<file path="src/rtl/tw_pkg.sv">
package tw_pkg;

    typedef enum logic [2:0] {
        ST_IDLE,
        ST_LEAD,
        ST_LOW,
        ST_HIGH,
        ST_GAP
    } seq_state_e;

    localparam logic [1:0] FRM_CTRL = 2'd0;
    localparam logic [1:0] FRM_LO   = 2'd1;
    localparam logic [1:0] FRM_HI   = 2'd2;

endpackage

</file>
<file path="src/rtl/tw_frame_build.sv">
module tw_frame_build #(
    parameter int FRAME_W = 16,
    localparam int HALF_W = FRAME_W - 2
) (
    input  logic [1:0]          idx,
    input  logic                full,
    input  logic                sel,
    input  logic [2*HALF_W-1:0] word,
    output logic [FRAME_W-1:0]  frame
);
    import tw_pkg::*;

    logic [1:0] prefix;

    always_comb begin
        prefix = sel ? 2'b10 : 2'b01;
        frame  = '0;
        case (idx)
            FRM_CTRL: begin
                frame[FRAME_W-3] = full;
                frame[FRAME_W-5] = sel;
            end
            FRM_LO:  frame = {prefix, word[HALF_W-1:0]};
            default: frame = {prefix, word[2*HALF_W-1:HALF_W]};
        endcase
    end

endmodule

</file>
<file path="src/rtl/tw_settle_timer.sv">
module tw_settle_timer #(
    parameter int TICKS = 8,
    localparam int TW = $clog2(TICKS + 1)
) (
    input  logic clk,
    input  logic rst_n,
    input  logic start,
    input  logic clear,
    input  logic tick,
    output logic armed,
    output logic live
);
    typedef struct packed {
        logic          armed;
        logic          live;
        logic [TW-1:0] cnt;
    } st_t;

    st_t d, q;

    always_comb begin
        d = q;
        if (clear) begin
            d.live = 1'b0;
        end
        if (start) begin
            d.armed = 1'b1;
            d.live  = 1'b0;
            d.cnt   = '0;
        end else if (q.armed && tick) begin
            if (q.cnt == TW'(TICKS - 1)) begin
                d.armed = 1'b0;
                d.live  = 1'b1;
            end else begin
                d.cnt = q.cnt + 1'b1;
            end
        end
    end

    always_ff @(posedge clk) begin
        if (!rst_n) begin
            q <= '0;
        end else begin
            q <= d;
        end
    end

    assign armed = q.armed;
    assign live  = q.live;

endmodule

</file>
<file path="src/rtl/tw_update_seq.sv">
module tw_update_seq #(
    parameter int FRAME_W      = 16,
    parameter int CLK_DIV      = 4,
    parameter int SETTLE_TICKS = 8,
    localparam int WORD_W = 2 * (FRAME_W - 2)
) (
    input  logic              clk,
    input  logic              rst_n,
    input  logic              req,
    input  logic              full_load,
    input  logic              reg_sel,
    input  logic [WORD_W-1:0] tuning,
    input  logic              mclk_tick,
    output logic              sclk,
    output logic              sdata,
    output logic              sync_n,
    output logic              busy,
    output logic              freq_live
);
    import tw_pkg::*;

    localparam int CW = $clog2(2 * CLK_DIV + 1);
    localparam int BW = $clog2(FRAME_W);
    localparam logic [BW-1:0] LAST_BIT = BW'(FRAME_W - 1);

    typedef struct packed {
        seq_state_e         st;
        logic [CW-1:0]      cnt;
        logic [BW-1:0]      bidx;
        logic [1:0]         frm;
        logic               full;
        logic               sel;
        logic [WORD_W-1:0]  word;
        logic [FRAME_W-1:0] sh;
    } regs_t;

    regs_t d, q;

    logic               settle_busy;
    logic               accept;
    logic               done_pulse;
    logic [1:0]         ld_idx;
    logic               ld_full;
    logic               ld_sel;
    logic [WORD_W-1:0]  ld_word;
    logic [FRAME_W-1:0] next_frame;
    logic [1:0]         last_frm;

    assign busy   = (q.st != ST_IDLE) || settle_busy;
    assign accept = req && !busy;

    always_comb begin
        if (q.st == ST_IDLE) begin
            ld_idx  = FRM_CTRL;
            ld_full = full_load;
            ld_sel  = reg_sel;
            ld_word = tuning;
        end else begin
            ld_idx  = q.frm + 2'd1;
            ld_full = q.full;
            ld_sel  = q.sel;
            ld_word = q.word;
        end
    end

    tw_frame_build #(.FRAME_W(FRAME_W)) u_build (
        .idx   (ld_idx),
        .full  (ld_full),
        .sel   (ld_sel),
        .word  (ld_word),
        .frame (next_frame)
    );

    assign last_frm = q.full ? FRM_HI : FRM_LO;

    always_comb begin
        d          = q;
        done_pulse = 1'b0;
        case (q.st)
            ST_IDLE: begin
                if (accept) begin
                    d.st   = ST_LEAD;
                    d.cnt  = '0;
                    d.bidx = '0;
                    d.frm  = FRM_CTRL;
                    d.full = full_load;
                    d.sel  = reg_sel;
                    d.word = tuning;
                    d.sh   = next_frame;
                end
            end
            ST_LEAD: begin
                if (q.cnt == CW'(CLK_DIV - 1)) begin
                    d.st  = ST_LOW;
                    d.cnt = '0;
                end else begin
                    d.cnt = q.cnt + 1'b1;
                end
            end
            ST_LOW: begin
                if (q.cnt == CW'(CLK_DIV - 1)) begin
                    d.st  = ST_HIGH;
                    d.cnt = '0;
                    if (q.bidx != LAST_BIT) begin
                        d.sh = {q.sh[FRAME_W-2:0], 1'b0};
                    end
                end else begin
                    d.cnt = q.cnt + 1'b1;
                end
            end
            ST_HIGH: begin
                if (q.cnt == CW'(CLK_DIV - 1)) begin
                    d.cnt = '0;
                    if (q.bidx == LAST_BIT) begin
                        if (q.frm == last_frm) begin
                            d.st       = ST_IDLE;
                            d.sh       = '0;
                            done_pulse = 1'b1;
                        end else begin
                            d.st = ST_GAP;
                        end
                    end else begin
                        d.bidx = q.bidx + 1'b1;
                        d.st   = ST_LOW;
                    end
                end else begin
                    d.cnt = q.cnt + 1'b1;
                end
            end
            ST_GAP: begin
                if (q.cnt == CW'(2 * CLK_DIV - 1)) begin
                    d.st   = ST_LEAD;
                    d.cnt  = '0;
                    d.bidx = '0;
                    d.frm  = q.frm + 2'd1;
                    d.sh   = next_frame;
                end else begin
                    d.cnt = q.cnt + 1'b1;
                end
            end
            default: d.st = ST_IDLE;
        endcase
    end

    always_ff @(posedge clk) begin
        if (!rst_n) begin
            q    <= '0;
            q.st <= ST_IDLE;
        end else begin
            q <= d;
        end
    end

    tw_settle_timer #(.TICKS(SETTLE_TICKS)) u_settle (
        .clk   (clk),
        .rst_n (rst_n),
        .start (done_pulse),
        .clear (accept),
        .tick  (mclk_tick),
        .armed (settle_busy),
        .live  (freq_live)
    );

    assign sync_n = !((q.st == ST_LEAD) || (q.st == ST_LOW) || (q.st == ST_HIGH));
    assign sclk   = (q.st != ST_LOW);
    assign sdata  = q.sh[FRAME_W-1];

endmodule

</file>
<file path="config.mk">
export PLATFORM = sky130hd
export DESIGN_NAME = tw_update_seq
export DESIGN_NICKNAME = d
export VERILOG_FILES = /design/src/rtl/tw_pkg.sv /design/src/rtl/tw_frame_build.sv /design/src/rtl/tw_settle_timer.sv /design/src/rtl/tw_update_seq.sv
export SDC_FILE = /design/constraint.sdc
export NUM_CORES = 1
export LEC_CHECK = 0
export ABC_AREA = 1
export CAP_MARGIN = 10
export CORE_UTILIZATION = 60
export CTS_BUF_LIST = sky130_fd_sc_hd__clkbuf_8
export DETAILED_ROUTE_END_ITERATION = 12
export DONT_BUFFER_PORTS = 1
export PLACE_DENSITY = 0.87
export SLEW_MARGIN = 10
export SYNTH_ARGS = -nofsm -noshare
export SYNTH_HDL_FRONTEND = slang
export SYNTH_HIERARCHICAL = 1
export SYNTH_SLANG_ARGS = --single-unit
</file>
<file path="constraint.sdc">
create_clock -name clk -period 1.7 [get_ports clk]
set_input_delay 0.34 -clock clk [delete_from_list [all_inputs] [get_ports clk]]
set_output_delay 0.34 -clock clk [all_outputs]
set_load 0.02 [all_outputs]
</file>
==> impl_metrics.toml, run 1 <==
[outcome]
status = "finished, final reports clean"

[routing]
vias = 3788
drtAntennaViolNets = 0
dr_wl_met3_um = 602
highest_layer = "met4"
routed_wl_mm = 9.57
route.detailed.drc = 0
drt_iter0_markers = 426
wl_met2_mm = 4.69
vias_per_cell = 5.58
dr.pass1.iters = 5
met1_length_mm = 3.98
wl_per_cell_um = 14.1

[final_layout]
multi_input_area_mm2 = 0.00212
diodes = 0
nNetsFinal = 637
num-fill-cells = 443
ff_latch_area_mm2 = 0.00131
final_layout_size_suffix_gt1_share_pct = 17.7
syn_to_final_growth_pct = 14.8
final_cells = 679

[sta]
finalSetupViolCount = 0
fin_crit_ns = 1.70
max_freq_ghz = 0.589
setup_tns_ns = 0
tightestPinTransition_ns = 0.342
period_share_pct = 99.9
finalHoldViolCount = 0
rsz0062_at_grt = "yes"
fin_skew_ns = 0.00986
holdWs_ns = 0.132
slew_headroom_pct = 76.9
final_max_slew_viol_count = 0

[job]
drv_cap = 0

[global_routing]
gr-total-overflow = 0
grt_pass1_wl_mm = 14.4
grtUsageTotal_pct = 28.1
first_global_vias = 3348
grt_antenna_before_repair = 0
grt_max_degree = 61

[floorplan]
start_util_pct = 62.7
core_mm2 = 0.00599
die_area_mm2 = 0.00658
die_h_um = 81.1
boundaryPins = 39
row_count = 28
fp.dieW_um = 81.1

[synth]
yosysSeqAreaShare_pct = 34.6
synth_edf_count = 0
yosysWarnings = 6
syn_area_mm2 = 0.00376
synth_cell_types = 34
synthArstFlopShare_pct = 0
syn_nets = 627
yosys_register_bits = 65
syn_area_per_cell_um2 = 6.37
synthCells = 590
yosys_most_used_dff = "dfxtp_1"

[critical_path]
end_kind = "flop"
critical_path_arrival_ns = 1.96
cp_max_fo = 8
rr_worst_depth = 12
cpMaxStageDelayCell = "dfxtp_2"
regToRegSetupSlack_ns = 0.002
path_depth = 12
critPathLaunch = "q[56]$_SDFFE_PN0P_"
path_common_cell = "nand2_2"
crit_end = "q[3]$_SDFFE_PN0P_"
cp_slowest_stage_delay_ns = 0.35
cp.required_ns = 1.97
crit_family = "simple AND/OR/NAND/NOR gates"
criticalPathCategory = "flop to flop"
r2r_start = "q[56]$_SDFFE_PN0P_"
path_cells = "buf_4, nand2_2, nor2_4, buf_6, nand2_2, nand2_2, nor2_4, nand2_4, buf_12, nand2_1, nand2_1, nor2_1"
start_kind = "flop"
crit_buf_inv = 3
r2r_end = "q[3]$_SDFFE_PN0P_"

[place]
dp_hpwl_mm = 6.04
place_inst = 656
io_buffers = 0
place_congestion = 0.848

[cts]
cts_root_buf = "clkbuf_8"
cts_tree = "done"
clk_pin_slew_ns = 0.07
cts.sinks = 65
clock_latency_ns = 0.34
numCtsBuffers = 9
htreeDepth = 3
holdBufCountCts = 0
clockBufferDepth = 2

[pwr]
cellPowerDensity_mw_per_mm2 = 1550
ir_drop_v = 0.00100
p_leak_nw = 1.93

[hold_path]
hold_path.class = "input pin to flop"
-- Yosys cell counts, drive strengths merged, types with 2 or more instances --
master,count,area share (%)
nor2,59,6.7
or2,2,0.33
nand3,48,8.5
dfxtp,65,35
nand3b,3,0.60
inv,74,7.5
clkbuf,16,1.6
xnor2,2,0.47
a21oi,45,6.0
xor2,2,0.47
nand2,183,19
o21ai,70,9.3
ha,3,1.0
buf,11,2.6
-- sequential cells by signal, indices dropped and copies added, names as in the netlist --
signal,flops
u_settle/armed,1
q,58
sdata,1
u_settle/live,1
u_settle/q,4
-- worst min path at each step --
stage	to	slack [ns]	depth (start not counted)	from
2_1_floorplan	q[43]$_SDFFE_PN0P_	0.42	2	q[43]$_SDFFE_PN0P_
3_3_place_gp	q[32]$_SDFFE_PN0P_	0.43	2	q[32]$_SDFFE_PN0P_
3_5_place_dp	q[27]$_SDFFE_PN0P_	0.44	2	q[27]$_SDFFE_PN0P_
4_1_cts	q[13]$_SDFFE_PN0P_	0.11	2	rst_n
5_1_grt	q[13]$_SDFFE_PN0P_	0.12	2	rst_n
6_report	q[13]$_SDFFE_PN0P_	0.13	2	rst_n
-- kinds of logic (layout without fill, tap and decap cells) --
logic type      Yosys count  count (layout)  share of synthesized area [%]
xor+xnor                  4               4                          0.933
buf+inv                 102             116                           11.9
compound gates          117             117                           15.7
flops                    65              65                           34.6
simple gates            299             299                           35.9
fa+ha+maj                 3               3                          0.999
-- per-layer routing --
layer | track usage, % | vias to the layer above
li1 | - | 1881
met1 | 33.9 | 1728
met2 | 46.8 | 144
met3 | 7.87 | 35
met4 | 11.6 | 0
met5 | 0 | -
-- worst reg2reg max path: cells and delay by family, from the launching register on --
kind          cells  cell delay (ns)
simple gates      9             0.84
buf+inv           3             0.43
flops             1             0.35
-- metrics by stage --
stage / worst slack [ns] / util, % / area (um^2) / total power [mW]
2_1_floorplan: 0.0124 / - / 3760 / 4.24
3_3_place_gp: 0.0238 / 64.8 / 3880 / 4.75
3_5_place_dp: -0.132 / 64.8 / 3880 / 4.86
4_1_cts: 0.0228 / 67.9 / 4070 / 6.07
5_1_grt: -0.0822 / 72.0 / 4310 / 7.14
6_report: 0.00184 / 72.0 / 4310 / 6.70
-- final cells by class --
class	count	area share [%]
Clock buffer	12	3.83
Clock inverter	3	0.377
Inverter	75	6.82
Multi-Input combinational cell	423	49.3
Sequential cell	65	30.3
Tap cell	75	2.18
Timing Repair Buffer	25	7.08
Timing Repair inverter	1	0.116
-- layout by cell type (no fill, tap or decap), types with 2 or more instances in the layout --
cell       instances
dfxtp_1           60
nand2_1          172
a21oi_1           45
xor2_1             2
clkinv_2           2
nand3_1           31
nand2_4            4
buf_4             15
nand3_2           15
clkbuf_8          12
nand3b_1           3
nor2_4             6
nand3_4            2
clkbuf_16          3
buf_12             4
xnor2_1            2
nand2_2            7
buf_6              2
nor2_2            12
inv_1             64
inv_2              9
nor2_1            41
o21ai_0           65
dfxtp_2            5
o21ai_1            4
-- where the power goes --
| group | internal (mW) | switching [mW] |
|---|---|---|
| clock network | 0.633 | 0.589 |
| registers | 1.90 | 0.195 |
| logic | 1.34 | 2.04 |
-- timing repair --
action / in CTS / in global routing
pin swaps: 0 / 10
resized for setup: 2 / 42
cloned: 0 / 5
setup buffers: 0 / 3
endpoints found under the setup margin: 5 / 21
Power figures use the tool's default switching activity.
==> run 2, diff against run 1 <==
--- a/config.mk
+++ b/config.mk
@@ -6,7 +6,6 @@
 export NUM_CORES = 1
 export LEC_CHECK = 0
 export ABC_AREA = 1
-export CAP_MARGIN = 10
 export CORE_UTILIZATION = 60
 export CTS_BUF_LIST = sky130_fd_sc_hd__clkbuf_8
 export DETAILED_ROUTE_END_ITERATION = 12
==> results of run 2 <==
Same layout as run 1: the final DEF is identical, and so are final timing and power.
==> run 3, diff against run 2 <==
--- a/config.mk
+++ b/config.mk
@@ -10,6 +10,7 @@
 export CTS_BUF_LIST = sky130_fd_sc_hd__clkbuf_8
 export DETAILED_ROUTE_END_ITERATION = 12
 export DONT_BUFFER_PORTS = 1
+export HOLD_SLACK_MARGIN = 0.12
 export PLACE_DENSITY = 0.87
 export SLEW_MARGIN = 10
 export SYNTH_ARGS = -nofsm -noshare
==> run 3 against run 2 <==
- combinational power rose by 2%
- final area rose by 1.2%
- core utilization rose by 0.90 points
- first-iteration DRC count fell by 20%
- fmax rose by 2.2%
- die area did not move
- via count rose by 2.1%
- global-route usage rose by 0.62 points
- final cell count rose by 0.29%
- clock skew fell by 0.00056 ns
- critical endpoint unchanged
- largest cell class unchanged
- largest power group unchanged
==> impl_metrics.toml, run 3 (synthesis results as in run 1) <==
[cts]
htreeDepth = 3
clock_latency_ns = 0.35
cts_root_buf = "clkbuf_8"
clockBufferDepth = 2
cts.sinks = 65
numCtsBuffers = 9
clk_pin_slew_ns = 0.07
cts_tree = "done"

[critical_path]
start_kind = "flop"
regToRegSetupSlack_ns = 0.04
cp.required_ns = 1.97
cp_max_fo = 8
criticalPathCategory = "flop to flop"
rr_worst_depth = 11
end_kind = "flop"
r2r_start = "q[56]$_SDFFE_PN0P_"
r2r_end = "q[3]$_SDFFE_PN0P_"
critical_path_arrival_ns = 1.93

[final_layout]
layout_commonest_cell = "nand2_1"
nNetsFinal = 639
reg.largest.list = "q x58, u_settle/q x4"
diodes = 0
final_area_mm2 = 0.00437
mostFrequentLayoutCells = "nand2_1, o21ai_0, inv_1, dfxtp_1, a21oi_1"
largest_reg_flops = 58
regMostFlops = "q"
num-fill-cells = 431
final_layout_size_suffix_gt1_share_pct = 18.0
syn_to_final_growth_pct = 16.2

[global_routing]
grt_max_degree = 61
grt_antenna_before_repair = 0
gr-total-overflow = 0
grtUsageTotal_pct = 28.7
first_global_vias = 3372
grt_pass1_wl_mm = 14.7

[routing]
routed_wl_mm = 9.90
drtAntennaViolNets = 0
wl_per_cell_um = 14.5
drt_iter0_markers = 339
vias_per_cell = 5.68
dr.pass1.iters = 5
route.detailed.drc = 0
vias = 3869

[hold_path]
hp-start = "rst_n"
whs_endpoint = "q[2]$_SDFFE_PN0P_"
hold_path.class = "input pin to flop"
hold_depth = 2

[sta]
fin_crit_ns = 1.66
final_max_slew_viol_count = 0
period_share_pct = 97.8
slew_headroom_pct = 76.9
rsz0062_at_grt = "yes"
setup_tns_ns = 0
tightestPinTransition_ns = 0.343
finalSetupViolCount = 0
max_freq_ghz = 0.602
finalHoldViolCount = 0
fin_skew_ns = 0.00930

[floorplan]
core_mm2 = 0.00599
fp.dieW_um = 81.1
die_h_um = 81.1
die_area_mm2 = 0.00658
row_count = 28
boundaryPins = 39
start_util_pct = 62.7

[pwr]
ir_drop_v = 0.00109
cellPowerDensity_mw_per_mm2 = 1550
p_leak_nw = 1.96

[place]
dp_hpwl_mm = 6.04
dpl_cell_area_mm2 = 0.00388
io_buffers = 0
place_congestion = 0.848

[outcome]
status = "finished, final reports clean"

[job]
drv_cap = 0
## run 3: per-stage QoR
step	hold WS, ns	total power, mW	cells	setup slack [ns]	util [%]
after global placement	0.431	4.75	656	0.0238	64.8
final	0.132	6.79	681	0.0381	72.9
after global routing	0.117	7.21	681	-0.0372	72.9
after floorplan	0.424	4.24	590	0.0124	-
after CTS	0.120	6.08	673	0.0228	68.3
after detailed placement	0.437	4.86	656	-0.132	64.8
## run 3: what timing repair did
item	in CTS	in global routing
cloned	0	5
hold buffers	2	0
pin swaps	0	10
setup endpoints to repair	5	21
endpoints found under the hold margin	5	0
resized for setup	2	50
buffers inserted	0	3
## run 3: final cells by class
class / instances / area [um^2] / share of cell area, %
Multi-Input combinational cell: 423 / 2150 / 49.3
Clock buffer: 12 / 165 / 3.78
Tap cell: 75 / 93.8 / 2.15
Inverter: 75 / 297 / 6.79
Clock inverter: 3 / 16.3 / 0.373
Timing Repair inverter: 1 / 5.00 / 0.115
Timing Repair Buffer: 27 / 329 / 7.54
Sequential cell: 65 / 1310 / 30.0
## run 3: worst max path at each step
stage                        from                    endpoint  slack, ns
3_3_place_gp   q[56]$_SDFFE_PN0P_    u_settle/live$_SDFF_PP0_       0.02
4_1_cts        q[48]$_SDFFE_PN0P_  u_settle/q[2]$_SDFFE_PP0P_       0.02
6_report       q[56]$_SDFFE_PN0P_           q[3]$_SDFFE_PN0P_       0.04
2_1_floorplan  q[57]$_SDFFE_PN0P_           q[6]$_SDFFE_PN0P_       0.01
3_5_place_dp   q[56]$_SDFFE_PN0P_  u_settle/q[2]$_SDFFE_PP0P_      -0.13
5_1_grt        q[49]$_SDFFE_PN0P_           q[4]$_SDFFE_PN0P_      -0.04
## run 3: power breakdown
part / total [mW] / internal [mW] / switching [mW]
logic: 3.46 / 1.37 / 2.10
clock network: 1.23 / 0.633 / 0.595
registers: 2.10 / 1.90 / 0.198
total: 6.79 / 3.90 / 2.89
## run 3: worst max-delay path: stages, from the launching register on
cell,delay (ns)
dfxtp_2,0.35
buf_6,0.13
inv_2,0.08
nand2_1,0.11
o21ai_1,0.09
o21ai_1,0.12
nor2_4,0.17
nand2_4,0.12
buf_12,0.16
nand2_1,0.05
nand2_1,0.06
nor2_1,0.14
## run 3: per-layer routing
layer | up-vias | routed length, um | global-route usage [%]
met1 | 1764 | 4060 | 34.8
met2 | 163 | 4820 | 47.6
li1 | 1887 | - | -
met3 | 55 | 624 | 8.20
met5 | - | 0 | 0
met4 | 0 | 397 | 11.8
